[src/rtl/spi_wr_target.sv]
module spi_wr_target #(
  parameter int AW = 8,
  parameter int DW = 16,
  parameter int NCH = 8,
  parameter logic [AW-1:0] ADDR_CTL = 'h01,
  parameter logic [AW-1:0] ADDR_EVT = 'h02,
  parameter logic [AW-1:0] ADDR_GRP = 'h03,
  parameter logic [AW-1:0] CH_BASE = 'h08,
  parameter logic [DW-1:0] CTL_RST = 'h00FF
) (
  input  logic              clk,
  input  logic              rst_n,
  input  logic              sel_n,
  input  logic              ser_clk,
  input  logic              ser_din,
  output logic [DW-1:0]     ctl_word,
  output logic [DW-1:0]     evt_word,
  output logic [DW-1:0]     grp_word,
  output logic [NCH*DW-1:0] ch_word,
  output logic              wr_stb,
  output logic [AW-1:0]     wr_addr,
  output logic [DW-1:0]     wr_data
);
  localparam int FB = AW + DW;
  localparam int CW = $clog2(FB + 1);

  logic [1:0] sel_s, ck_s, di_s;
  logic sel_d, ck_d;
  logic [FB-1:0] sh;
  logic [CW-1:0] cnt;

  wire active  = ~sel_s[1];
  wire ck_fall = ck_d & ~ck_s[1];
  wire sel_ris = ~sel_d & sel_s[1];
  wire commit  = sel_ris && (cnt == CW'(FB));
  wire [AW-1:0] f_addr = sh[FB-1:DW];
  wire [DW-1:0] f_data = sh[DW-1:0];

  always_ff @(posedge clk or negedge rst_n)
    if (!rst_n) begin
      sel_s <= 2'b11;
      ck_s  <= 2'b11;
      di_s  <= 2'b00;
      sel_d <= 1'b1;
      ck_d  <= 1'b1;
    end else begin
      sel_s <= {sel_s[0], sel_n};
      ck_s  <= {ck_s[0], ser_clk};
      di_s  <= {di_s[0], ser_din};
      sel_d <= sel_s[1];
      ck_d  <= ck_s[1];
    end

  always_ff @(posedge clk or negedge rst_n)
    if (!rst_n) begin
      cnt <= '0;
      sh  <= '0;
    end else if (!active) begin
      cnt <= '0;
    end else if (ck_fall && cnt < CW'(FB)) begin
      sh  <= {sh[FB-2:0], di_s[1]};
      cnt <= cnt + CW'(1);
    end

  always_ff @(posedge clk or negedge rst_n)
    if (!rst_n) begin
      wr_stb  <= 1'b0;
      wr_addr <= '0;
      wr_data <= '0;
    end else begin
      wr_stb <= commit;
      if (commit) begin
        wr_addr <= f_addr;
        wr_data <= f_data;
      end
    end

  always_ff @(posedge clk or negedge rst_n)
    if (!rst_n) begin
      ctl_word <= CTL_RST;
      evt_word <= '0;
      grp_word <= '0;
    end else if (commit) begin
      if (f_addr == ADDR_CTL) ctl_word <= f_data;
      if (f_addr == ADDR_EVT) evt_word <= f_data;
      if (f_addr == ADDR_GRP) grp_word <= f_data;
    end

  for (genvar i = 0; i < NCH; i++) begin : g_ch
    localparam logic [AW-1:0] MYADDR = AW'(int'(CH_BASE) + i);
    always_ff @(posedge clk or negedge rst_n)
      if (!rst_n) ch_word[i*DW +: DW] <= '0;
      else if (commit && f_addr == MYADDR) ch_word[i*DW +: DW] <= f_data;

    a_r7_ch_written: assert property (@(posedge clk) disable iff (!rst_n)
      (wr_stb && wr_addr == MYADDR) |-> ch_word[i*DW +: DW] == wr_data);
  end

  a_r5_cnt_saturates: assert property (@(posedge clk) disable iff (!rst_n)
    cnt <= CW'(FB));
  a_r3_single_pulse: assert property (@(posedge clk) disable iff (!rst_n)
    wr_stb |=> !wr_stb);
  a_r7_ctl_written: assert property (@(posedge clk) disable iff (!rst_n)
    (wr_stb && wr_addr == ADDR_CTL) |-> ctl_word == wr_data);
  a_r9_ctl_only_on_stb: assert property (@(posedge clk) disable iff (!rst_n)
    (ctl_word != $past(ctl_word)) |-> wr_stb);
  a_r9_regs_only_on_stb: assert property (@(posedge clk) disable iff (!rst_n)
    (evt_word != $past(evt_word) || grp_word != $past(grp_word)
     || ch_word != $past(ch_word)) |-> wr_stb);
  a_r6_unmapped_no_change: assert property (@(posedge clk) disable iff (!rst_n)
    (wr_stb && wr_addr != ADDR_CTL && wr_addr != ADDR_EVT && wr_addr != ADDR_GRP
     && (int'(wr_addr) < int'(CH_BASE) || int'(wr_addr) >= int'(CH_BASE) + NCH))
    |-> ($stable(ctl_word) && $stable(evt_word) && $stable(grp_word) && $stable(ch_word)));
endmodule

[config.mk]
export PLATFORM = sky130hd
export DESIGN_NAME = spi_wr_target
export DESIGN_NICKNAME = d
export VERILOG_FILES = /design/src/rtl/spi_wr_target.sv
export SDC_FILE = /design/constraint.sdc
export NUM_CORES = 1
export LEC_CHECK = 0
export CORE_ASPECT_RATIO = 0.75
export CORE_MARGIN = 5
export CORE_UTILIZATION = 54
export CTS_CLUSTER_DIAMETER = 120
export DETAILED_ROUTE_END_ITERATION = 6
export PLACE_DENSITY_LB_ADDON = 0.1
export SYNTH_ARGS = -nofsm -noshare
export SYNTH_HDL_FRONTEND = slang
export SYNTH_SLANG_ARGS = --single-unit
[constraint.sdc]
create_clock -name clk -period 4.4 [get_ports clk]
set_input_delay 0.88 -clock clk [delete_from_list [all_inputs] [get_ports clk]]
set_output_delay 0.88 -clock clk [all_outputs]
set_load 0.02 [all_outputs]
==> qor.txt, run 1 <==
========================================================================================
YS warnings ...............................................................            0
Number of iterations in the first detailed-routing pass ...................            4
Syn Inst Count ............................................................          547
Result of the run .........................................................    completed
Final Slew Violations .....................................................            0
Maximum vdd ir drop .......................................................       270 uV
Portion of the clock cycle consumed by the worst path in the final layout .        0.754
Worst r2r src .............................................................       cnt[0]
Met1 routing resource usage after global routing ..........................        0.324
Required @ worst endpoint .................................................      4780 ps
Cell at the root of the clock tree ........................................ sky130_fd_sc_hd__clkbuf_16
Remaining antenna violation count after routing ...........................            0
Routed Wire Length ........................................................      22.2 mm
Met3 Use GR ...............................................................       0.0810
Capture endpoint of the worst hold path ...................................     sel_s[1]
Fraction of final layout cells sized beyond drive strength 1 ..............        0.391
Actual transition at the worst max-transition pin .........................      1190 ps
Top cells by area in the synthesized netlist .............................. sky130_fd_sc_hd__dfrtp_1 61%, sky130_fd_sc_hd__mux2_2 25%, sky130_fd_sc_hd__dfstp_2 4.0%
Worst-case setup margin in the final layout ...............................      1080 ps
Class of the worst hold path ..............................................   reg -> reg
HPWL after detailed placement .............................................      14.9 mm
Initial detailed-routing violation count ..................................          323
Yosys top cell by area .................................................... sky130_fd_sc_hd__dfrtp_1
Largest clock skew in the final design ....................................      8.51 ps
Biggest fanout along the worst timing path ................................           16
Portion of the post-synthesis area used by sequential elements ............        0.650
Routability-driven placement congestion ratio .............................        0.809
Post-DR wirelength/cell ...................................................      22.6 um
Max-slew headroom .........................................................        0.200
Number of global-route vias before repair .................................         5888
Post-CTS Setup Repair Bufs ................................................            0
Insertion delay of the later-clocked pin in the worst-skew pair ...........       500 ps
Unrepaired setup endpoints after global routing ...........................           no
Critical path class .......................................................   reg -> reg
Hold Path Stages ..........................................................            0
Count of instances resized after the clock tree is built ..................            0
Worst-case setup slack after placement ....................................      1100 ps
Number of inserted diodes .................................................            0
End of the worst register-to-register path ................................  ctl_word[9]
Die area ..................................................................    19800 um2
Total number of clock tree sinks ..........................................          238
Met2 Track Usage GR .......................................................        0.341
Gr ovfl total .............................................................            0
Synth-to-layout area growth ...............................................        34.2%
MaxCap Viol Count .........................................................            0
Category of the worst setup path capture point ............................     register
H-tree level count ........................................................            1
Net count of the finished layout ..........................................          758
FF-to-FF setup slack ......................................................      1080 ps
Depth of the worst register-to-register path ..............................            5
Maximum number of pins on one net before global-route repair ..............          122
Synth unique cells ........................................................           33
Total routing resource utilization after global routing ...................        0.226
Total count of hold-check failures in the final report ....................            0
Synthesized net count .....................................................          554
Top cell type's share of synthesized area .................................        0.610
Synthesized area ..........................................................     9200 um2
Hold_sp ...................................................................     sel_s[0]
Detailed-route DRC error count ............................................            0
Worst path cell trace ..................................................... inv_1 > ha_1 > nand4bb_1 > or4b_1 > mux2_4
Final worst hold slack ....................................................       353 ps
Clock tree from TritonCTS .................................................          yes
Max frequency .............................................................      302 MHz
Die Y-Extent ..............................................................       123 um
Post-CTS Hold Buffers .....................................................            0
Core Region ...............................................................    16800 um2
Grt peak-use layer ........................................................         met2
Site Rows .................................................................           41
Per-instance average area after synthesis .................................     16.8 um2
Highest cell delay on the worst timing path ...............................      1250 ps
Total of flip-flops plus latches after synthesis ..........................          238
Power Total ...............................................................      4840 uW
Number of buffers between clock root and the deepest sink .................            3
Cell with the largest stage delay on the worst path ....................... sky130_fd_sc_hd__or4b_1
Filler cells ..............................................................         1041
Power density normalized to cell area .....................................   392 nW/um2
CTS clock-pin slew for the worst setup and hold paths .....................        60 ps
Num CTS Buffers ...........................................................           24
Effective utilization at floorplan ........................................        0.548
Startpoint kind of the worst setup timing path ............................     register
Initial antenna violation count ...........................................            0
Global-route wire length before repair ....................................      35.2 mm
Reported leakage power ....................................................   0.00584 uW
Port buffer count .........................................................          205
Number of I/O pins ........................................................          206
TNS Setup .................................................................         0 ps
Total of endpoints with negative setup slack in the final report ..........            0
Crit path DAT .............................................................      3690 ps
DR vias ...................................................................         5436
Vias/cell .................................................................         5.53
Die W .....................................................................       161 um
Final critical-path required period .......................................      3320 ps
========================================================================================
## layout make-up
cell class | instances | area [um2] | share of cell area
clock buffers | 31 | 698 | 0.0566
clock inverters | 12 | 238 | 0.0193
inverters | 4 | 15.0 | 0.00122
multi-input cells | 268 | 3020 | 0.244
flip-flops and latches | 238 | 5970 | 0.484
well taps | 215 | 269 | 0.0218
repair buffers | 215 | 2130 | 0.173
## cell families after synthesis
kind of cell,Yosys count,share of synthesized area
mux,224,0.282
flops,238,0.650
compound gates,9,0.00599
simple gates,33,0.0361
fa+ha+maj,2,0.00272
buf+inv,41,0.0231
## stage by stage
| stage | cell area [um2] | std cells | util |
|---|---|---|---|
| global route | 12300 | 983 | 0.736 |
| CTS | 12300 | 983 | 0.736 |
| finish | 12300 | 983 | 0.736 |
| global placement | 11400 | 940 | 0.680 |
| detailed placement | 11400 | 940 | 0.680 |
| floorplan | 9200 | 547 | - |
## worst max-delay path: cells and delay by family (launching register included)
family | cells | cell delay (ps)
multiplexers | 1 | 460
adder cells (fa/ha/maj) | 1 | 150
AND/OR/NAND/NOR | 2 | 2020
flip-flops | 1 | 420
buffers and inverters | 1 | 120
## Yosys cell counts, drive strengths merged
library cell  count
dfrtp           224
mux2            224
clkbuf           22
buf              15
dfstp            14
nor4              6
or4               5
a21oi             4
inv               4
nand2             3
nand2b            3
ha                2
nand3             2
nand4bb           2
nor2              2
nor2b             2
o21ai             2
a41oi             1
and2              1
nand4             1
nand4b            1
nor3              1
nor4b             1
nor4bb            1
o31ai             1
o41ai             1
or2               1
or4b              1
## per-layer routing
metal | wire length, um | vias up
met5 | 0 | -
met2 | 9930 | 170
li1 | - | 2358
met1 | 10100 | 2883
met4 | 313 | 0
met3 | 1900 | 25
## cells in the final DEF, fill, tap and decap left out, types with 3 or more instances in the layout
master                              n
sky130_fd_sc_hd__a21oi_1            4
sky130_fd_sc_hd__buf_4             10
sky130_fd_sc_hd__bufinv_16          7
sky130_fd_sc_hd__clkbuf_16         25
sky130_fd_sc_hd__clkbuf_8           5
sky130_fd_sc_hd__clkdlybuf4s50_1  204
sky130_fd_sc_hd__clkinv_2           4
sky130_fd_sc_hd__dfrtp_1          224
sky130_fd_sc_hd__dfstp_2           14
sky130_fd_sc_hd__inv_1              4
sky130_fd_sc_hd__mux2_1             3
sky130_fd_sc_hd__mux2_2           201
sky130_fd_sc_hd__mux2_4            20
sky130_fd_sc_hd__nand2_1            3
sky130_fd_sc_hd__nand2b_1           3
sky130_fd_sc_hd__nor4_4             6
sky130_fd_sc_hd__or4_1              3
## power by group
part	switching [uW]	internal [uW]
Combinational	61.4	42.9
Clock	819	1530
Sequential	167	2230
## state kept, by name, summed over array words and instances (netlist names)
signal,flops
ck_d,1
ch_word,128
ck_s,2
sh,24
wr_stb,1
wr_addr,8
ctl_word,16
di_s,2
grp_word,16
wr_data,16
sel_d,1
cnt,5
sel_s,2
evt_word,16
## worst max-delay path by stage
| stage | start | endpoint | slack, ps |
|---|---|---|---|
| after CTS | cnt[0] | ch_word[97] | 1070 |
| after detailed placement | cnt[0] | ch_word[106] | 1100 |
| after floorplan | sh[21] | ctl_word[10] | 2110 |
| after global placement | cnt[0] | wr_data[6] | 1250 |
| final | cnt[0] | ctl_word[9] | 1080 |
| after global routing | cnt[0] | ch_word[97] | 900 |
Power figures use the tool's default switching activity.
==> run 2: changes to the inputs <==
--- a/config.mk
+++ b/config.mk
@@ -7,7 +7,7 @@
 export LEC_CHECK = 0
 export CORE_ASPECT_RATIO = 0.75
 export CORE_MARGIN = 5
-export CORE_UTILIZATION = 54
+export CORE_UTILIZATION = 45
 export CTS_CLUSTER_DIAMETER = 120
 export DETAILED_ROUTE_END_ITERATION = 6
 export PLACE_DENSITY_LB_ADDON = 0.1
==> constraint.sdc (replaced) <==
create_clock -name clk -period 2.9 [get_ports clk]
set_input_delay 0.58 -clock clk [delete_from_list [all_inputs] [get_ports clk]]
set_output_delay 0.58 -clock clk [all_outputs]
set_load 0.02 [all_outputs]
==> run 2 against run 1 <==
Against the previous run: clock skew grew 1.7 ps; die area is 19% higher; clock-buffer cell count grew 3; register-to-register slack got worse by 790 ps; sequential power up 53%; critical path depth shrank 2; global-route usage fell by 3.4 points; design area is 0.78% higher; total power is 48% higher; fmax is 27% higher; sequential share of layout area is 0.38 points lower; highest routed layer unchanged.
==> qor.txt, run 2 (synthesis gave the netlist of run 1 again) <==
========================================================================================
Result of the run .........................................................    completed
Fraction of final layout cells sized beyond drive strength 1 ..............        0.397
Global-route wire length before repair ....................................      35.7 mm
Biggest fanout along the worst timing path ................................           16
Final Slew Violations .....................................................            0
Net count of the finished layout ..........................................          768
Power Total ...............................................................      7150 uW
Number of iterations in the first detailed-routing pass ...................            4
Registers with the most flip-flops ........................................ ch_word (128), sh (24)
Port buffer count .........................................................          205
Initial detailed-routing violation count ..................................          239
CTS clock-pin slew for the worst setup and hold paths .....................        60 ps
Count of instances resized after the clock tree is built ..................            0
Effective utilization at floorplan ........................................        0.456
Number of global-route vias before repair .................................         5919
Post-CTS Setup Repair Bufs ................................................            0
Largest clock skew in the final design ....................................      10.2 ps
Origin of the worst setup path ............................................       sh[21]
Vias/cell .................................................................         5.23
TNS Setup .................................................................         0 ps
Flip-flop count of the largest register after layout ......................          128
Total number of clock tree sinks ..........................................          238
Die area ..................................................................    23400 um2
Total count of hold-check failures in the final report ....................            0
DR vias ...................................................................         5422
Post-DR wirelength/cell ...................................................      21.9 um
Critical path class .......................................................   reg -> reg
Clock tree from TritonCTS .................................................          yes
Leading cell types in the layout, fill and taps excluded .................. 224 x sky130_fd_sc_hd__dfrtp_1, 204 x sky130_fd_sc_hd__clkdlybuf4s50_1, 201 x sky130_fd_sc_hd__mux2_2, 25 x sky130_fd_sc_hd__clkbuf_16, 20 x sky130_fd_sc_hd__mux2_4
Commonest non-fill, non-tap cell in the layout ............................ sky130_fd_sc_hd__dfrtp_1
Total routing resource utilization after global routing ...................        0.193
MaxCap Viol Count .........................................................            0
Number of non-filler instances in the completed layout ....................         1037
Required @ worst endpoint .................................................      3280 ps
Maximum number of pins on one net before global-route repair ..............           89
Initial antenna violation count ...........................................            0
Routed Wire Length ........................................................      22.7 mm
Die W .....................................................................       175 um
Num CTS Buffers ...........................................................           24
Site Rows .................................................................           45
Portion of the clock cycle consumed by the worst path in the final layout .        0.898
Actual transition at the worst max-transition pin .........................       760 ps
Synth-to-layout area growth ...............................................        35.3%
Final critical-path required period .......................................      2610 ps
Total of endpoints with negative setup slack in the final report ..........            0
Worst r2r src .............................................................       sh[21]
Startpoint kind of the worst setup timing path ............................     register
Core Region ...............................................................    20200 um2
Register ranked first by flip-flop count ..................................      ch_word
H-tree level count ........................................................            1
Number of inserted diodes .................................................            0
HPWL after detailed placement .............................................      15.9 mm
Die Y-Extent ..............................................................       134 um
Gr ovfl total .............................................................            0
FF-to-FF setup slack ......................................................       290 ps
Unrepaired setup endpoints after global routing ...........................           no
Detailed-route DRC error count ............................................            0
Max-slew headroom .........................................................        0.494
Number of buffers between clock root and the deepest sink .................            3
Post-CTS Hold Buffers .....................................................            0
Power density normalized to cell area .....................................   575 nW/um2
Cell at the root of the clock tree ........................................ sky130_fd_sc_hd__clkbuf_16
Reported leakage power ....................................................   0.00586 uW
Remaining antenna violation count after routing ...........................            0
Max frequency .............................................................      384 MHz
Insertion delay of the later-clocked pin in the worst-skew pair ...........       500 ps
Number of I/O pins ........................................................          206
Routability-driven placement congestion ratio .............................        0.769
Category of the worst setup path capture point ............................     register
Maximum vdd ir drop .......................................................       357 uV
Class of the worst hold path ..............................................  in -> async
Crit path DAT .............................................................      2990 ps
Number of cells in the design after placement .............................          993
========================================================================================
[run 2: changes by cell type in the layout (fill, tap and decap cells not counted)]
cell / change
sky130_fd_sc_hd__clkbuf_8: +1
sky130_fd_sc_hd__clkbuf_1: +2
sky130_fd_sc_hd__buf_4: +8
sky130_fd_sc_hd__bufinv_16: -3
sky130_fd_sc_hd__clkinvlp_4: +1
sky130_fd_sc_hd__buf_12: +2
sky130_fd_sc_hd__inv_6: +1
sky130_fd_sc_hd__clkinv_2: -1
[run 2: layer usage]
layer	GRT usage	vias to the layer above	part of all wire
met2	0.294	163	0.44
met1	0.268	2856	0.45
met3	0.0764	24	0.093
met5	0	-	0
met4	0.0345	0	0.015
li1	-	2379	-
[run 2: power by group]
part,internal (uW),leakage (uW),switching (uW)
registers,3380,0.00326,269
logic,71.0,0.00218,92.1
clock network,2090,0.000428,1250
total,5540,0.00586,1610
[run 2: stage by stage]
stage	worst slack, ps	hold slack [ps]	utilization	area (um2)
floorplan	605	284	-	9200
global placement	349	339	0.573	11600
detailed placement	300	337	0.573	11600
CTS	285	117	0.617	12400
global route	206	129	0.617	12400
finish	295	72.8	0.617	12400
[run 2: worst max-delay path: stages, from the launching register on]
cell and delay [ps]:
sky130_fd_sc_hd__dfrtp_1 410, sky130_fd_sc_hd__or4_4 690, sky130_fd_sc_hd__or4_1 920, sky130_fd_sc_hd__mux2_1 450
[run 2: final timing paths]
kind	end	depth (start not counted)
setup / recovery	ch_word[78]	3
hold / removal	evt_word[0]	1
setup reg to reg	ch_word[78]	3
hold reg to reg	di_s[1]	0
max in group asynchronous	ctl_word[3]	2
min in group clk	di_s[1]	0
[run 2: layout make-up]
class	instances	area, um2
Tap cell	258	323
Inverter	4	15.0
Multi-Input combinational cell	268	3020
Clock inverter	10	159
Sequential cell	238	5970
Clock buffer	34	719
Fill cell	1528	7720
Timing Repair Buffer	225	2230
